## config.mk

```make
export PLATFORM = sky130hd
export DESIGN_NAME = kmin_pingpong
export DESIGN_NICKNAME = d
export VERILOG_FILES = /design/src/rtl/kmin_pkg.sv /design/src/rtl/kmin_bank.sv /design/src/rtl/kmin_xbar.sv /design/src/rtl/kmin_fill_ctl.sv /design/src/rtl/kmin_scan.sv /design/src/rtl/kmin_pingpong.sv
export SDC_FILE = /design/constraint.sdc
export NUM_CORES = 2
export LEC_CHECK = 0
export BUFFER_PORTS_ARGS = -buffer_cell sky130_fd_sc_hd__buf_4
export CORE_ASPECT_RATIO = 0.6
export CORE_MARGIN = 1
export CORE_UTILIZATION = 44
export DETAILED_ROUTE_END_ITERATION = 6
export MAX_ROUTING_LAYER = met4
export PLACE_DENSITY_LB_ADDON = 0.12
export SLEW_MARGIN = 20
export SYNTH_ARGS = -nofsm -noshare
export SYNTH_HDL_FRONTEND = slang
export SYNTH_HIERARCHICAL = 1
export SYNTH_SLANG_ARGS = --single-unit
```

## constraint.sdc

```tcl
create_clock -name clk -period 4.3 [get_ports clk]
set_input_delay 0.215 -clock clk [delete_from_list [all_inputs] [get_ports clk]]
set_output_delay 0.215 -clock clk [all_outputs]
set_load 0.01 [all_outputs]
```

## src/rtl/kmin_pkg.sv

```systemverilog
package kmin_pkg;
  // number of keys reported per group
  localparam int KSEL    = 5;
  // largest group size the selector is sized for
  localparam int MAX_SET = 1024;

  typedef enum logic {
    PH_IDLE = 1'b0,
    PH_READ = 1'b1
  } scan_phase_e;
endpackage

```

## src/rtl/kmin_bank.sv

```systemverilog
module kmin_bank #(
  parameter int DEPTH = 64,
  parameter int WIDTH = 26,
  localparam int AW   = (DEPTH > 1) ? $clog2(DEPTH) : 1
) (
  input  logic             clk,
  input  logic             we,
  input  logic [AW-1:0]    waddr,
  input  logic [WIDTH-1:0] wdata,
  input  logic             re,
  input  logic [AW-1:0]    raddr,
  output logic [WIDTH-1:0] rdata
);
  logic [WIDTH-1:0] mem [DEPTH];

  always_ff @(posedge clk) begin
    if (we) mem[waddr] <= wdata;
  end

  always_ff @(posedge clk) begin
    if (re) rdata <= mem[raddr];
  end
endmodule

```

## src/rtl/kmin_xbar.sv

```systemverilog
module kmin_xbar #(
  parameter int AW = 6,
  parameter int EW = 26
) (
  input  logic            wr_sel,
  input  logic            wr_en,
  input  logic            rd_sel,
  input  logic            rd_en,
  input  logic [2*EW-1:0] bk_q,
  output logic [1:0]      bk_we,
  output logic [1:0]      bk_re,
  output logic [EW-1:0]   rd_data
);
  for (genvar b = 0; b < 2; b++) begin : g_route
    assign bk_we[b] = wr_en & (wr_sel == 1'(b));
    assign bk_re[b] = rd_en & (rd_sel == 1'(b));
  end

  assign rd_data = rd_sel ? bk_q[2*EW-1:EW] : bk_q[EW-1:0];
endmodule

```

## src/rtl/kmin_fill_ctl.sv

```systemverilog
module kmin_fill_ctl #(
  parameter int M   = 64,
  localparam int AW = (M > 1) ? $clog2(M) : 1
) (
  input  logic          clk,
  input  logic          rst,
  input  logic          in_valid,
  input  logic          rel,
  input  logic          rel_bank,
  output logic          wr_en,
  output logic [AW-1:0] wr_addr,
  output logic          wr_bank,
  output logic [1:0]    bank_full,
  output logic          stall,
  output logic          next_pixel
);
  logic [1:0] full_nxt;
  logic       last_wr;

  assign stall   = bank_full[wr_bank];
  assign wr_en   = in_valid & ~stall;
  assign last_wr = wr_en & (wr_addr == AW'(M - 1));

  always_comb begin
    full_nxt = bank_full;
    if (rel)     full_nxt[rel_bank] = 1'b0;
    if (last_wr) full_nxt[wr_bank]  = 1'b1;
  end

  always_ff @(posedge clk) begin
    if (rst) begin
      wr_addr    <= '0;
      wr_bank    <= 1'b0;
      bank_full  <= '0;
      next_pixel <= 1'b0;
    end else begin
      bank_full  <= full_nxt;
      next_pixel <= last_wr;
      if (last_wr) begin
        wr_addr <= '0;
        wr_bank <= ~wr_bank;
      end else if (wr_en) begin
        wr_addr <= wr_addr + AW'(1);
      end
    end
  end
endmodule

```

## src/rtl/kmin_scan.sv

```systemverilog
module kmin_scan
  import kmin_pkg::*;
#(
  parameter int M   = 64,
  parameter int DW  = 16,
  parameter int IW  = 10,
  parameter int K   = KSEL,
  localparam int AW = (M > 1) ? $clog2(M) : 1,
  localparam int PW = (K > 1) ? $clog2(K) : 1,
  localparam int KW = DW + IW
) (
  input  logic          clk,
  input  logic          rst,
  input  logic [1:0]    bank_full,
  input  logic [KW-1:0] rd_data,
  output logic          rd_bank,
  output logic          rd_en,
  output logic [AW-1:0] rd_addr,
  output logic          rel,
  output logic          out_valid,
  output logic [K*DW-1:0] out_dist,
  output logic [K*IW-1:0] out_idx
);
  scan_phase_e    phase;
  logic [PW-1:0]  pass;
  logic           dvalid;
  logic [AW-1:0]  d_addr;
  logic [PW-1:0]  d_pass;
  logic           have;
  logic [KW-1:0]  best_key;
  logic [AW-1:0]  best_addr;
  logic [M-1:0]   used;
  logic [KW-1:0]  res_key [K];

  logic           d_first, d_last, cur_have, cand_ok, take, fin, fin_all;
  logic [KW-1:0]  nb_key;
  logic [AW-1:0]  nb_addr;

  assign rd_en = (phase == PH_READ);

  always_comb begin
    d_first  = (d_addr == '0);
    d_last   = (d_addr == AW'(M - 1));
    cur_have = have & ~d_first;
    cand_ok  = ~used[d_addr];
    take     = cand_ok & (~cur_have | (rd_data < best_key));
    nb_key   = take ? rd_data : best_key;
    nb_addr  = take ? d_addr  : best_addr;
    fin      = dvalid & d_last;
    fin_all  = fin & (d_pass == PW'(K - 1));
  end

  assign rel = fin_all;

  always_ff @(posedge clk) begin
    if (rst) begin
      phase     <= PH_IDLE;
      pass      <= '0;
      rd_addr   <= '0;
      rd_bank   <= 1'b0;
      dvalid    <= 1'b0;
      d_addr    <= '0;
      d_pass    <= '0;
      have      <= 1'b0;
      best_key  <= '0;
      best_addr <= '0;
      used      <= '0;
      out_valid <= 1'b0;
    end else begin
      out_valid <= fin_all;
      dvalid    <= (phase == PH_READ);
      d_addr    <= rd_addr;
      d_pass    <= pass;

      case (phase)
        PH_IDLE: begin
          if (!dvalid && bank_full[rd_bank]) begin
            phase   <= PH_READ;
            rd_addr <= '0;
            pass    <= '0;
            used    <= '0;
          end
        end
        default: begin
          if (rd_addr == AW'(M - 1)) begin
            rd_addr <= '0;
            if (pass == PW'(K - 1)) phase <= PH_IDLE;
            else                    pass  <= pass + PW'(1);
          end else begin
            rd_addr <= rd_addr + AW'(1);
          end
        end
      endcase

      if (dvalid) begin
        have      <= cur_have | cand_ok;
        best_key  <= nb_key;
        best_addr <= nb_addr;
      end
      if (fin)     used[nb_addr] <= 1'b1;
      if (fin_all) rd_bank       <= ~rd_bank;
    end
  end

  for (genvar k = 0; k < K; k++) begin : g_slot
    always_ff @(posedge clk) begin
      if (rst)                           res_key[k] <= '0;
      else if (fin && d_pass == PW'(k))  res_key[k] <= nb_key;
    end
    assign out_dist[k*DW +: DW] = res_key[k][KW-1:IW];
    assign out_idx[k*IW +: IW]  = res_key[k][IW-1:0];
  end
endmodule

```

## src/rtl/kmin_pingpong.sv

```systemverilog
module kmin_pingpong
  import kmin_pkg::*;
#(
  parameter int M   = 64,
  parameter int DW  = 16,
  parameter int IW  = 10,
  localparam int K  = KSEL,
  localparam int AW = (M > 1) ? $clog2(M) : 1,
  localparam int EW = DW + IW
) (
  input  logic            clk,
  input  logic            rst,
  input  logic            in_valid,
  input  logic [DW-1:0]   in_dist,
  input  logic [IW-1:0]   in_idx,
  output logic            in_stall,
  output logic            next_pixel,
  output logic            out_valid,
  output logic [K*DW-1:0] out_dist,
  output logic [K*IW-1:0] out_idx
);
  logic          wr_en, wr_bank, rd_en, rd_bank, rel;
  logic [AW-1:0] wr_addr, rd_addr;
  logic [1:0]    bank_full, bk_we, bk_re;
  logic [2*EW-1:0] bk_q;
  logic [EW-1:0] rd_data;

  kmin_fill_ctl #(.M(M)) u_fill (
    .clk(clk), .rst(rst), .in_valid(in_valid), .rel(rel), .rel_bank(rd_bank),
    .wr_en(wr_en), .wr_addr(wr_addr), .wr_bank(wr_bank), .bank_full(bank_full),
    .stall(in_stall), .next_pixel(next_pixel)
  );

  kmin_xbar #(.AW(AW), .EW(EW)) u_xbar (
    .wr_sel(wr_bank), .wr_en(wr_en), .rd_sel(rd_bank), .rd_en(rd_en),
    .bk_q(bk_q), .bk_we(bk_we), .bk_re(bk_re), .rd_data(rd_data)
  );

  for (genvar b = 0; b < 2; b++) begin : g_bank
    kmin_bank #(.DEPTH(M), .WIDTH(EW)) u_ram (
      .clk(clk), .we(bk_we[b]), .waddr(wr_addr), .wdata({in_dist, in_idx}),
      .re(bk_re[b]), .raddr(rd_addr), .rdata(bk_q[b*EW +: EW])
    );
  end

  kmin_scan #(.M(M), .DW(DW), .IW(IW), .K(K)) u_scan (
    .clk(clk), .rst(rst), .bank_full(bank_full), .rd_data(rd_data),
    .rd_bank(rd_bank), .rd_en(rd_en), .rd_addr(rd_addr), .rel(rel),
    .out_valid(out_valid), .out_dist(out_dist), .out_idx(out_idx)
  );
endmodule

```

== Word level (Yosys, flattened, before mapping) ==
Memories as Yosys holds them, arrays and structs flattened. A register that Yosys moved wholly into a read port is not among the register bits.
Cells that the tools add are included.
Operators by class
  add/subtract/negate cells: 3
  $mul: 0
  divide/modulo/power cells: 0
  magnitude comparators: 8
  equal/unequal tests: 10
  shift-type cells: 0
  muxes and demuxes: 58
  bitwise gates (word level): 27
  reduce and logical (&&, ||, !) cells: 15
Operators by type and width (count)
  two-way mux 64 bit: 4
  two-way mux 26 bit: 7
  bitwise OR 64 bit: 1
  two-way mux 1 bit: 33
  < comparator 26 bit: 1
  two-way mux 6 bit: 4
  == test 6 bit, second input constant: 3
  < comparator 6 x 7 -> 1 bit, second input constant: 2
  adder 6 x 1 -> 6 bit, second input constant: 2
  two-way mux 3 bit: 4
  bitwise AND 1 bit: 10
  logical AND 1 bit: 9
  bitwise OR 1 bit: 7
  binary-select mux 1 bit (select 6 bit): 1
  demux 1 bit (select 6 bit): 1
  == test 3 x 2 -> 1 bit, second input constant: 2
  == test 3 bit, second input constant: 2
  greater-or-equal comparator 6 x 1 -> 1 bit, second input constant: 1
  logical NOT 6 bit: 1
  NOT 1 bit: 6
  < comparator 1 x 2 -> 1 bit, second input constant: 2
  two-way mux 2 bit: 2
  != test 2 bit, second input constant: 2
  adder 3 x 1 -> 3 bit, second input constant: 1
  11 further kinds: 13
Storage, ports and cells
  bits in registers: 129
  bits in latches: 0
  RAM bits: 3458
  bits in read-only memories: 0
  bits of input ports: 29
  output and inout bits: 133
  memories: 3
Memories
  g_bank[0].u_ram.mem: depth 64, width 26, read ports 1, clocked after memory_dff 1, write ports 1, RTL line kmin_bank.sv:14  | logic [WIDTH-1:0] mem [DEPTH];
  g_bank[1].u_ram.mem: depth 64, width 26, read ports 1, clocked after memory_dff 1, write ports 1, RTL line kmin_bank.sv:14
  u_scan.res_key: depth 5, width 26, read ports 5, clocked after memory_dff 0, write ports 5, RTL line kmin_scan.sv:33  | logic [KW-1:0] res_key [K];

== Logic depth before layout (Yosys ltp) ==
  word-level depth: 13
  mapped depth: 13
  depth with buffers taken out: 9

== Cells and area by module ==
The synthesis kept the hierarchy.
By module, submodules not included
  kmin_bank: times used 2, cells an instance 2841, area each 64443.1 sq um, seq. area each 50748.7 sq um
  kmin_scan: times used 1, cells an instance 959, area each 10640.2 sq um, seq. area each 6286.0 sq um
  kmin_fill_ctl: times used 1, cells an instance 54, area each 483.0 sq um, seq. area each 200.2 sq um
  kmin_xbar: times used 1, cells an instance 33, area each 431.7 sq um, seq. area each 0.0 sq um

== Least setup slack after synthesis ==
OpenSTA, ideal clock, no wires.
  path type: reg2reg
  start point: register u_fill.wr_bank
  end point: memory g_bank[0].u_ram.mem[49][0] (enable)
  library setup time: 0.441 ns
  arrival: 3.471 ns
  data required time: 3.859 ns
  path slack: 0.387 ns
  stages on the path, launching flop included: 8
  cells stage by stage: dfxtp_1 > mux2i_2 > inv_2 > nor2_1 > nor2b_1 > nor2b_1 > nand4_1 > nor3_1
On the way
  word-level cells in the longest chain between the ends: 7
  elaborated cells between the ends (all ways): 8
  classes of those cells: 4 x mux; 4 x bitwise
RTL lines
  start: declaration: RTL line kmin_fill_ctl.sv:12  | output logic wr_bank,
  start signal: assignment: RTL line kmin_fill_ctl.sv:41  | wr_bank <= ~wr_bank;
  two-way mux 1 bit (not written as such) (2 in series): RTL line kmin_fill_ctl.sv:20  | assign stall = bank_full[wr_bank];
  net in_stall: RTL line kmin_pingpong.sv:16  | output logic in_stall,
  NOT 1 bit: RTL line kmin_fill_ctl.sv:21  | assign wr_en = in_valid & ~stall;
  bitwise AND 1 bit: RTL line kmin_fill_ctl.sv:21
  net wr_en: RTL line kmin_pingpong.sv:22  | logic wr_en, wr_bank, rd_en, rd_bank, rel;
  bitwise AND 1 bit: RTL line kmin_xbar.sv:15  | assign bk_we[b] = wr_en & (wr_sel == 1'(b));
  net bk_we[0]: RTL line kmin_pingpong.sv:24  | logic [1:0] bank_full, bk_we, bk_re;
  two-way mux 1 bit: RTL line kmin_bank.sv:17  | if (we) mem[waddr] <= wdata;
  two-way mux 1 bit (not written as such): RTL line kmin_bank.sv:17
  end: declaration: RTL line kmin_bank.sv:14
The timed path passes the listed nets, and every way through them passes these cells. The select of a mux whose other input is x is not followed.

==> metrics.md <==
| Metric | Value |
|---|---|
| Status | `complete, but fails checks` |
| Failing checks | `design-rule violations` |
| Sequential power share | `55.8%` |
| Area of the mapped netlist | `140400 µm²` |
| WHS | `0.2833 ns` |
| Dpl ws | `0.5272 ns` |
| # clock sinks | `3639` |
| Maximum vdd drop | `0.0003819 V` |
| Slew HR | `16.26%` |
| Initial antenna violation count | `55` |
| Critical path arrival | `4.62 ns` |
| Postcts setup bufs | `0` |
| Die area | `321500 µm²` |
| Worst path slowest cell | `a211oi_1` |
| Final Worst Setup Slack | `0.4464 ns` |
| TritonCTS buffer count | `344` |
| Wirelength, routed | `407800 µm` |
| Setup violators final | `0` |
| Later-pin clock latency in the skew report | `0.92 ns` |
| Fillers | `25280` |
| Crit-path cells | `buf_4 -> nor2b_4 -> buf_12 -> a22oi_1 -> a31oi_1 -> a211oi_1 -> buf_4` |
| Crit-path max cell delay | `0.79 ns` |
| Share of layout cells above drive strength 1 | `26.58%` |
| I/O pin cnt | `162` |
| Commonest non-fill, non-tap cell in the layout | `edfxtp_1` |
| Max-Cap Viols | `0` |
| Yosys top cell area share | `75.05%` |
| Critical Path Sink Type | `register` |
| DR vias/cell | `6.122` |
| Final TNS setup | `0 ns` |
| Max H-tree Level | `5` |
| Combinational power share | `1.6%` |
| Switching share of power | `20.35%` |
| Most frequent cells in the layout | `edfxtp_1, mux4_2, buf_4, mux2i_1, clkbuf_16` |
| PwrDens | `434.5 nW/µm²` |
| Post-synth top area cell | `edfxtp_1` |
| Delay-heaviest family, CP | `buffers and inverters` |
| Min-Delay Path Class | `in2reg` |
| Drt initial violations | `10980` |
| Least-Margin Pin Slew | `1.248 ns` |
| Post-DP HPWL | `252800 µm` |
| Leakage Power | `48.49 nW` |
| Max Fanout on Critical Path | `40` |
| Routed vias | `72310` |
| RSZ-0062 raised after global routing | `no` |
| CTS tree | `yes` |
| Critical Path RT | `5.07 ns` |
| First-pass GRT wire length | `565200 µm` |
| Ys Warns | `6` |
| Die Y | `439.6 µm` |
| Psw | `14.23 mW` |
| Placed insts | `11120` |
| Largest net degree at the start of global routing | `129` |
| Setup CP Type | `reg2reg` |
| Final Instance Area | `160900 µm²` |
| Total GRT Usage | `25.96%` |
| Post-synth EDFFs | `3510` |
| Crit path buf inv count | `3` |
| Final period util | `89.62%` |
| GP Congestion | `0.8991` |
| Core box area | `317100 µm²` |
| Layout area overhead | `14.57%` |
| Crit-path most repeated cell | `buf_4` |
| Syn nets | `6786` |
| Clk pwr share | `42.6%` |
| CTS root buffer | `clkbuf_16` |
| Power Internal | `55.68 mW` |
| DRC viols | `3` |
| Total grt overflow | `0` |
| Syn Area/Cell | `20.87 µm²` |
| Clock Skew | `0.04782 ns` |
| FP Rows | `160` |
| Tot Pwr | `69.91 mW` |
| Post-synth cell types | `66` |
| Ys flop type | `edfxtp_1` |
| Post-layout nets | `7343` |
| Achievable Freq | `0.2595 GHz` |
| Post-synthesis sequential area ratio | `76.89%` |
| FF+latch count, synth | `3639` |
| Worst setup SP type | `register` |
| Post-synthesis async set-or-reset flop share | `0%` |
| Die span in x | `731.4 µm` |
| Min Tclk post-route | `3.854 ns` |
| Post-DRT Antenna Nets | `0` |
| Post-route insts no fill | `11810` |
| Synth Instances | `6728` |
| WL per Instance | `34.53 µm` |
| Effective utilization at floorplan | `44.29%` |
| First-pass iteration count of the detailed router | `7` |
| Cell Area, Placed | `149700 µm²` |
| Port Buffer Count | `161` |
| Final core utilization | `50.74%` |
| # resized after CTS | `0` |
| Clk buf depth | `4` |
| Clk slew on worst S/H paths | `0.07 ns` |
| Area contributors post-synth | `edfxtp_1, mux4_2, mux2i_1` |
| Pins Over Slew Limit | `0` |
| Final hold vios | `0` |
| Number of global-route vias before repair | `69650` |
==> flip-flops by register name (all words and copies together) (netlist names), 26 cells and up <==
| name | flops |
|---|---|
| g_bank.u_ram/mem | 3328 |
| u_scan/res_key | 130 |
| g_bank.u_ram/rdata | 52 |
| u_scan/best_key | 26 |
| u_scan/used | 64 |
==> area by class of cell <==
class / instances / area [µm²] / area share [%]
clock inverters: 189 / 1501 / 0.9331
repair buffers: 607 / 5498 / 3.417
multi-input cells: 2646 / 31100 / 19.33
diodes: 44 / 110.1 / 0.06843
inverters: 47 / 176.4 / 0.1096
well taps: 4212 / 5270 / 3.275
flip-flops and latches: 3639 / 108000 / 67.13
clock buffers: 427 / 9244 / 5.745
==> worst register-to-register path, stage by stage, from the launching register on <==
cell and delay, ns:
dfxtp_4 0.75, buf_4 0.76, nor2b_4 0.38, buf_12 0.30, a22oi_1 0.33, a31oi_1 0.14
a211oi_1 0.79, buf_4 0.25
==> timing repair <==
item / 4_1_cts / 5_1_grt
setup endpoints to repair: 0 / 0
hold buffers: 28 / 0
endpoints found under the hold margin: 972 / 0
==> worst paths after layout <==
kind / startpoint / end / slack, ns / cells after the start
max: u_scan/rd_addr[2] / g_bank[0].u_ram/rdata[22] / 0.45 / 7
max reg2reg: u_scan/rd_addr[2] / g_bank[0].u_ram/rdata[22] / 0.45 / 7
min reg2reg: u_scan/used[11] / u_scan/used[11] / 0.45 / 2
min: in_idx[7] / g_bank[1].u_ram/mem[35][7] / 0.28 / 2
==> layer usage <==
metal	GRT usage (%)	part of all wire [%]	wire length [µm]	vias up
met5	-	0	0	-
met4	5.077	2.1	8372	0
met3	6.673	11	45590	477
met2	34.30	41	168200	3667
met1	40.52	46	185700	38840
li1	-	-	-	29320
==> cell usage after synthesis (18+ instances only) <==
library cell / n
edfxtp_1: 3510
mux4_2: 741
mux2i_1: 464
nor2_1: 193
clkbuf_1: 180
a22oi_1: 168
a21oi_1: 149
o21ai_0: 133
dfxtp_1: 129
buf_2: 119
o22ai_1: 117
nand2_1: 103
a31oi_1: 84
o31ai_1: 53
nand3_1: 50
inv_1: 46
a21o_1: 41
buf_4: 39
and3_1: 34
nand2b_1: 34
ha_1: 29
buf_6: 27
o21ai_1: 27
nor2b_1: 26
a211oi_1: 23
buf_1: 19
mux2_4: 18
or4b_1: 18
==> cells by family (layout without fill, tap and decap cells) <==
logic type	count (synthesis)	in the layout	synth area share (%)
AO/OA/AOI/OAI	845	845	3.849
XOR/XNOR	2	2	0.01247
adder cells (fa/ha/maj)	29	29	0.2584
buffers and inverters	443	1270	1.628
flip-flops	3639	3639	76.89
multiplexers	1233	1233	15.46
other	0	44	0
AND/OR/NAND/NOR	537	537	1.899
==> power by group through the flow <==
stage / clock, mW / sequential, mW / combinational, mW
global route: 31.6 / 39.0 / 1.18
finish: 29.8 / 39.0 / 1.13
floorplan: 0 / 39.7 / 0.121
global placement: 0 / 39.7 / 1.06
detailed placement: 0 / 39.8 / 1.11
CTS: 30.3 / 39.0 / 1.13
Power figures use the tool's default switching activity.
